<file path="src/rtl/cq_pkg.sv">
package cq_pkg;
  typedef enum logic [1:0] {
    CQ_IDLE  = 2'd0,
    CQ_COUNT = 2'd1,
    CQ_LOCK  = 2'd2
  } cq_state_e;
endpackage

</file>
<file path="src/rtl/cq_edge_sync.sv">
module cq_edge_sync #(
  parameter int STAGES = 2
) (
  input  logic clk,
  input  logic rst,
  input  logic din,
  output logic rise
);
  localparam int LEN = STAGES + 1;

  logic [LEN-1:0] sh;

  generate
    for (genvar i = 0; i < LEN; i++) begin : g_stage
      if (i == 0) begin : g_first
        always_ff @(posedge clk) begin
          if (rst) sh[i] <= 1'b0;
          else     sh[i] <= din;
        end
      end else begin : g_next
        always_ff @(posedge clk) begin
          if (rst) sh[i] <= 1'b0;
          else     sh[i] <= sh[i-1];
        end
      end
    end
  endgenerate

  // the last stage holds the previous synchronised level
  assign rise = sh[STAGES-1] & ~sh[STAGES];
endmodule

</file>
<file path="src/rtl/cq_gap_timer.sv">
module cq_gap_timer #(
  parameter int GAP_TICKS = 1152
) (
  input  logic clk,
  input  logic rst,
  input  logic run,
  input  logic restart,
  input  logic flush,
  input  logic tick_en,
  output logic expire
);
  localparam int TW = (GAP_TICKS > 1) ? $clog2(GAP_TICKS) : 1;
  localparam logic [TW-1:0] LAST = TW'(GAP_TICKS - 1);

  logic [TW-1:0] cnt;

  assign expire = run && !flush && tick_en && (cnt == LAST);

  always_ff @(posedge clk) begin
    if (rst || flush || restart || !run) cnt <= '0;
    else if (tick_en)                    cnt <= expire ? '0 : cnt + 1'b1;
  end
endmodule

</file>
<file path="src/rtl/cq_pulse_counter.sv">
module cq_pulse_counter #(
  parameter int PULSE_RUN = 4,
  localparam int CW = $clog2(PULSE_RUN + 1)
) (
  input  logic          clk,
  input  logic          rst,
  input  logic          flush,
  input  logic          restart,
  input  logic          inc,
  output logic [CW-1:0] cnt,
  output logic          hit
);
  localparam logic [CW-1:0] FULL = CW'(PULSE_RUN);
  localparam logic [CW-1:0] ONE  = CW'(1);

  // completes a run only when no timeout discards it in the same cycle
  assign hit = inc && !restart && !flush && (cnt == FULL - ONE);

  always_ff @(posedge clk) begin
    if (rst || flush)        cnt <= '0;
    else if (restart)        cnt <= inc ? ONE : '0;
    else if (inc && cnt != FULL) cnt <= cnt + ONE;
  end
endmodule

</file>
<file path="src/rtl/fsk_carrier_qualifier.sv">
module fsk_carrier_qualifier
  import cq_pkg::*;
#(
  parameter int SYNC_STAGES = 2,
  parameter int PULSE_RUN   = 4,
  parameter int GAP_TICKS   = 1152
) (
  input  logic clk,
  input  logic rst,
  input  logic tick_en,
  input  logic cmp_pulse_i,
  input  logic tx_idle_i,
  output logic carrier_o
);
  localparam int CW = $clog2(PULSE_RUN + 1);

  cq_state_e     state, state_nx;
  logic          rise_w, expire_w, hit_w, flush_w, run_w;
  logic [CW-1:0] cnt_w;
  logic          carrier_q;

  assign flush_w = !tx_idle_i;
  assign run_w   = (state != CQ_IDLE);

  cq_edge_sync #(.STAGES(SYNC_STAGES)) u_sync (
    .clk (clk),
    .rst (rst),
    .din (cmp_pulse_i),
    .rise(rise_w)
  );

  cq_gap_timer #(.GAP_TICKS(GAP_TICKS)) u_gap (
    .clk    (clk),
    .rst    (rst),
    .run    (run_w),
    .restart(rise_w),
    .flush  (flush_w),
    .tick_en(tick_en),
    .expire (expire_w)
  );

  cq_pulse_counter #(.PULSE_RUN(PULSE_RUN)) u_cnt (
    .clk    (clk),
    .rst    (rst),
    .flush  (flush_w),
    .restart(expire_w),
    .inc    (rise_w),
    .cnt    (cnt_w),
    .hit    (hit_w)
  );

  always_comb begin
    state_nx = state;
    if (flush_w) begin
      state_nx = CQ_IDLE;
    end else begin
      case (state)
        CQ_IDLE:  if (rise_w) state_nx = CQ_COUNT;
        CQ_COUNT: begin
          if (expire_w)   state_nx = rise_w ? CQ_COUNT : CQ_IDLE;
          else if (hit_w) state_nx = CQ_LOCK;
        end
        CQ_LOCK:  if (expire_w) state_nx = rise_w ? CQ_COUNT : CQ_IDLE;
        default:  state_nx = CQ_IDLE;
      endcase
    end
  end

  always_ff @(posedge clk) begin
    if (rst) begin
      state     <= CQ_IDLE;
      carrier_q <= 1'b0;
    end else begin
      state     <= state_nx;
      carrier_q <= (state_nx == CQ_LOCK);
    end
  end

  assign carrier_o = carrier_q;
endmodule

</file>
<file path="config.mk">
export PLATFORM = sky130hd
export DESIGN_NAME = fsk_carrier_qualifier
export DESIGN_NICKNAME = d
export VERILOG_FILES = /design/src/rtl/cq_pkg.sv /design/src/rtl/cq_edge_sync.sv /design/src/rtl/cq_gap_timer.sv /design/src/rtl/cq_pulse_counter.sv /design/src/rtl/fsk_carrier_qualifier.sv
export SDC_FILE = /design/constraint.sdc
export NUM_CORES = 1
export LEC_CHECK = 0
export BUFFER_PORTS_ARGS = -buffer_cell sky130_fd_sc_hd__buf_2
export CAP_MARGIN = 20
export CORE_MARGIN = 5
export CORE_UTILIZATION = 41
export DETAILED_ROUTE_END_ITERATION = 16
export GPL_TIMING_DRIVEN = 0
export HOLD_SLACK_MARGIN = 0.03
export MAX_ROUTING_LAYER = met4
export PLACE_DENSITY = 0.66
export SLEW_MARGIN = 20
export SYNTH_ARGS = -nofsm -noshare
export SYNTH_HDL_FRONTEND = slang
export SYNTH_SLANG_ARGS = --single-unit
</file>
<file path="constraint.sdc">
create_clock -name clk -period 1.9 [get_ports clk]
set_clock_uncertainty 0.2 [all_clocks]
set_input_delay 0.19 -clock clk [delete_from_list [all_inputs] [get_ports clk]]
set_output_delay 0.19 -clock clk [all_outputs]
set_load 0.05 [all_outputs]
</file>
# Word level (Yosys, flattened, before mapping)
# Index checks and enable logic that the tools add are counted.
dict set report word_totals {
  word_cells 44
  out_inout_bits 1
  input_bits 5
  register_bits 20
}
dict set report op_classes {
  muxes 11
  bitwise_logic 2
  add_sub_neg 2
  eq_ne 6
  n_reduce_logical 16
}
# operator n
set ops {}
lappend ops {{adder 11 x 1 -> 11 bit, second input constant} 1}
lappend ops {{equality test 11 bit, second input constant} 1}
lappend ops {{two-way mux 11 bit} 1}
lappend ops {{two-way mux 2 bit} 5}
lappend ops {{logical AND 1 bit} 7}
lappend ops {{two-way mux 3 bit} 2}
lappend ops {{case mux 2 bit (3 select lines)} 1}
lappend ops {{equality test 2 bit, second input constant} 2}
lappend ops {{nonzero test 2 bit} 2}
lappend ops {{adder 3 x 1 -> 3 bit, second input constant} 1}
lappend ops {{equality test 3 x 2 -> 1 bit, second input constant} 1}
lappend ops {{logical NOT 1 bit} 3}
lappend ops {{logical OR 1 bit} 3}
lappend ops {{!= test 3 bit, second input constant} 1}
lappend ops {{equality test 2 x 1 -> 1 bit, second input constant} 1}
lappend ops {{logical NOT 2 bit} 1}
lappend ops {{two-way mux 1 bit} 2}
lappend ops {{AND 1 bit} 1}
lappend ops {{inverter 1 bit} 1}

# Logic depth before layout (Yosys ltp)
dict set report depth {
  word_depth 13
  mapped_depth 6
  mapped_depth_nobuf 6
}

# By module
# Synthesis repeated with hierarchy kept, for this count alone.
dict set report unflattened {
  cells_unflattened 105
  area_unflattened_um2 972.2
}
# module area_each_um2 n_inst cells_each seq_area_each_um2
set modules_own_cells {}
lappend modules_own_cells {cq_gap_timer 548.0 1 61 220.2}
lappend modules_own_cells {cq_pulse_counter 193.9 1 20 60.1}
lappend modules_own_cells {fsk_carrier_qualifier 142.6 1 17 60.1}
lappend modules_own_cells {cq_edge_sync 87.6 1 7 60.1}

# Worst setup path before layout
# Ideal clock, no wire load.
dict set report synth_timing {
  path_type {register to register}
  startpoint {register state[1]}
  endpoint {register state[0]}
  path_slack_ns 0.160
  stages_incl_launch_ff 6
  setup_time_ns 0.074
  period_less_slack_ns 1.740
  required_ns 1.626
  path_buffers 1
  t_arrival_ns 1.466
  path_cell_list {dfxtp_1 nor2_1 or4_1 buf_2 a2111o_1 a31oi_1}
}
dict set report synth_between {
  elab_chain_len 12
  word_cells_on_any_way 16
  classes_between {2 x eq/ne; 5 x mux; 9 x reduce/logical}
}
# element line_no
set synth_lines {}
lappend synth_lines {{start, declared} fsk_carrier_qualifier.sv:17} ;# cq_state_e state, state_nx;
lappend synth_lines {{start signal, assigned} fsk_carrier_qualifier.sv:74} ;# state <= state_nx;
lappend synth_lines {{nonzero test 2 bit} fsk_carrier_qualifier.sv:23} ;# assign run_w = (state != CQ_IDLE);
lappend synth_lines {{logical AND 1 bit (3 in series)} cq_gap_timer.sv:17} ;# assign expire = run && !flush && tick_en && (cnt == LAST);
lappend synth_lines {{logical NOT 1 bit} cq_pulse_counter.sv:17} ;# assign hit = inc && !restart && !flush && (cnt == FULL - ONE);
lappend synth_lines {{logical AND 1 bit (3 in series)} cq_pulse_counter.sv:17}
lappend synth_lines {{two-way mux 2 bit} fsk_carrier_qualifier.sv:61} ;# else if (hit_w) state_nx = CQ_LOCK;
lappend synth_lines {{two-way mux 2 bit} fsk_carrier_qualifier.sv:60} ;# if (expire_w) state_nx = rise_w ? CQ_COUNT : CQ_IDLE;
lappend synth_lines {{case mux 2 bit (3 select lines) *} fsk_carrier_qualifier.sv:57} ;# case (state)
lappend synth_lines {{two-way mux 2 bit *} fsk_carrier_qualifier.sv:54} ;# if (flush_w) begin
# Every way passes the cells marked *; elsewhere a longest branch is shown, timed or not.
# A chain may end at the register's enable or synchronous reset.

# Final worst setup path
# Same ends and word-level chain as after synthesis.

==> impl_metrics.yaml <==
critical_path:
  rrSetupSlack_ps: 90
  endpoint_kind: "flop"
  cp_max_fo: 6
  rr_worst_depth: 5
  crit_path_end: "state[0]$_SDFF_PP0_"
  arrival_ps: 1850
  crit_path_start: "state[1]$_SDFF_PP0_"
  r2r_end: "state[0]$_SDFF_PP0_"
  rr_startpoint: "state[1]$_SDFF_PP0_"
  required_ps: 1940
  cp-start-kind: "flop"
  path_class: "reg -> reg"
sta:
  rsz0062_at_grt: "false"
  slew_headroom: 0.770
  period_share: 0.955
  hold_violations: 0
  finalMaxSlewViolations: 0
  min_period_ps: 1810
  clock.fmax_mhz: 551
  worstMarginPinSlew_ps: 341
  setup_viol: 0
  setup_tns_ps: 0
finish:
  area_growth_pct: 15.5
  drive_above_1_share: 0.147
  nFillCells: 219
  num_antenna_cells: 0
  regArea_um2: 409
  multi_input_area_um2: 507
  design_area_mm2: 0.00106
  nets: 126
pwr:
  p_comb_frac: 0.042
  intPower_w: 0.000553
  swShare: 0.207
  p_sw_w: 0.000144
  powerDensity_mw_per_mm2: 656
  ir_drop_mv: 0.572
  p_leak_nw: 0.327
  pwr-share-seq: 0.607
  p_clk_frac: 0.351
route:
  drt_iter0_drc: 15
  drc: 0
  vias_per_cell: 5.00
  num_vias: 720
  ant_nets: 0
  wl_per_cell_um: 11.0
  wl_um: 1590
  drt_first_pass_iters: 4
clock_network:
  cts_sinks: 20
  h-tree-depth: 1
  cts_made_buffers: 3
  clock_latency_ps: 300
  post-cts-setup-buffer-count: 0
  clk_pin_slew_ps: 120
  cts_root_buf: "clkbuf_4"
  cts_tree: "done"
  clk_path_buf_depth: 2
yosys:
  syn_area_um2: 920
  postSynthNetCount: 114
  yosysWarningCount: 0
  synth_edf_count: 0
  netlist_instances: 105
  yosysSeqAreaShare: 0.435
  syn_avg_cell_area_um2: 8.76
  synth.distinct_cells: 30
  ys_ff_latch: 20
  synthArstFlopShare: 0
  synth_ff_type: "dfxtp_1"
global_route:
  grt_pass1_vias: 662
  grt.overflow.total: 0
  grt_pass1_wl_um: 2910
  track_usage: 0.116
  grt_max_degree: 12
  antenna_found_initial: 0
status:
  status: "complete, no violations"
floorplanning:
  ioPinCount: 6
  die_y_um: 57.4
  die-area_mm2: 0.00329
  core_mm2: 0.00217
  fp.dieW_um: 57.4
  start_util: 0.424
  rows: 17
placement:
  post_dp_cell_area_um2: 980
  gp_congestion: 0.776
  dp_hpwl_um: 1190
  port_buffers: 5
min_path:
  hold_path_class: "in -> reg"
job:
  drv_cap: 0
==> how the worst min path moves through the flow <==
stage                     depth (start not counted)                   endpoint  startpoint
after detailed placement                          2    u_sync.sh[1]$_SDFF_PP0_         rst
after global routing                              4        state[0]$_SDFF_PP0_   tx_idle_i
after floorplan                                   1    u_sync.sh[0]$_SDFF_PP0_         rst
after global placement                            2    u_sync.sh[2]$_SDFF_PP0_         rst
final                                             3  u_gap.cnt[0]$_SDFFE_PP0P_     tick_en
after CTS                                         3  u_gap.cnt[1]$_SDFFE_PP0P_     tick_en
==> cell type report <==
class / instances / share of cell area
Multi-Input combinational cell: 79 / 0.477
Sequential cell: 20 / 0.385
Timing Repair Buffer: 8 / 0.0518
Clock buffer: 4 / 0.0342
Tap cell: 28 / 0.0330
Inverter: 4 / 0.0141
Buffer: 1 / 0.00471
==> per-stage QoR <==
step | std cells | hold slack, ps | utilization | setup slack [ps] | power [W]
after floorplan | 105 | 61.6 | - | 160 | 0.000447
after global placement | 138 | 187 | 0.452 | 47.7 | 0.000457
after detailed placement | 138 | 205 | 0.452 | 22.7 | 0.000458
after CTS | 145 | 48.6 | 0.483 | 14.6 | 0.000706
after global routing | 144 | 78.0 | 0.490 | 5.85 | 0.000734
final | 144 | 56.2 | 0.490 | 86.1 | 0.000697
==> sequential cells by signal, summed over array words and instances, names as in the netlist <==
signal,cells
state,2
u_cnt.cnt,3
u_sync.sh,3
u_gap.cnt,11
carrier_o,1
==> per-layer routing <==
metal,vias to the layer above,part of all wire,GRT usage
met5,-,0,-
met4,0,0.0094,0.0199
met3,2,0.040,0.0475
met2,8,0.45,0.171
met1,326,0.50,0.149
li1,384,-,-
==> kinds of logic after synthesis <==
logic type,Yosys count,share of synthesized area
AOI/OAI and AO/OA,14,0.0993
DFF,20,0.435
xor gates and xnor gates,10,0.0952
and+or+nand+nor,50,0.279
adders and majority gates,4,0.0544
buffers and inverters,6,0.0258
muxes,1,0.0109
==> critical path, cell delays in order, from the launching register on <==
cell	delay (ps)
dfxtp_2	390
nor2_1	80
or4_1	460
buf_2	170
a2111o_1	340
a31oi_1	120
==> power by group through the flow <==
stage / clock, W / combinational, W / sequential (W)
2_1_floorplan: 0 / 0.0000137 / 0.000434
3_3_place_gp: 0 / 0.0000229 / 0.000434
3_5_place_dp: 0 / 0.0000241 / 0.000434
4_1_cts: 0.000253 / 0.0000291 / 0.000425
5_1_grt: 0.000277 / 0.0000331 / 0.000424
6_report: 0.000244 / 0.0000292 / 0.000423
==> cells in the mapped netlist (2+ instances only) <==
cell type | number | area share
ha_1 | 4 | 0.054
nand4_1 | 2 | 0.014
nor3_1 | 7 | 0.038
nand2_1 | 10 | 0.041
xor2_1 | 3 | 0.029
nor4_1 | 4 | 0.027
dfxtp_1 | 20 | 0.44
xnor2_1 | 7 | 0.067
a21oi_1 | 4 | 0.022
o21ai_1 | 2 | 0.011
nand2b_1 | 4 | 0.027
nor2_1 | 13 | 0.053
inv_1 | 4 | 0.016
nor2b_1 | 5 | 0.034
==> placed cells by master (no fill, tap or decap) <==
| master | instances |
|---|---|
| nand2_1 | 10 |
| nand4b_1 | 1 |
| clkbuf_4 | 3 |
| xnor2_1 | 7 |
| nand2b_1 | 4 |
| nor2b_1 | 5 |
| or3_1 | 1 |
| ha_2 | 1 |
| o211ai_1 | 1 |
| a211oi_1 | 1 |
| a311oi_1 | 1 |
| or2_1 | 1 |
| o21ai_0 | 1 |
| dfxtp_4 | 1 |
| nand4_4 | 1 |
| a21o_1 | 1 |
| a21oi_1 | 4 |
| o21ai_1 | 2 |
| dlygate4sd3_1 | 3 |
| dfxtp_1 | 15 |
| xor2_1 | 3 |
| buf_2 | 6 |
| clkbuf_8 | 1 |
| a31oi_1 | 1 |
| nand4_1 | 2 |
| o21a_1 | 1 |
| nor4_1 | 4 |
| or4_1 | 1 |
| nor3_1 | 7 |
| dfxtp_2 | 4 |
| a2111o_1 | 1 |
| mux2i_1 | 1 |
| inv_1 | 4 |
| ha_1 | 3 |
| nor2_1 | 13 |
==> timing repair <==
item                                    CTS  global route
endpoints found under the setup margin    1             5
hold buffers                              3             0
hold endpoints to repair                  4             0
gates resized for setup                   1             7
(Power assumes the default switching activity.)
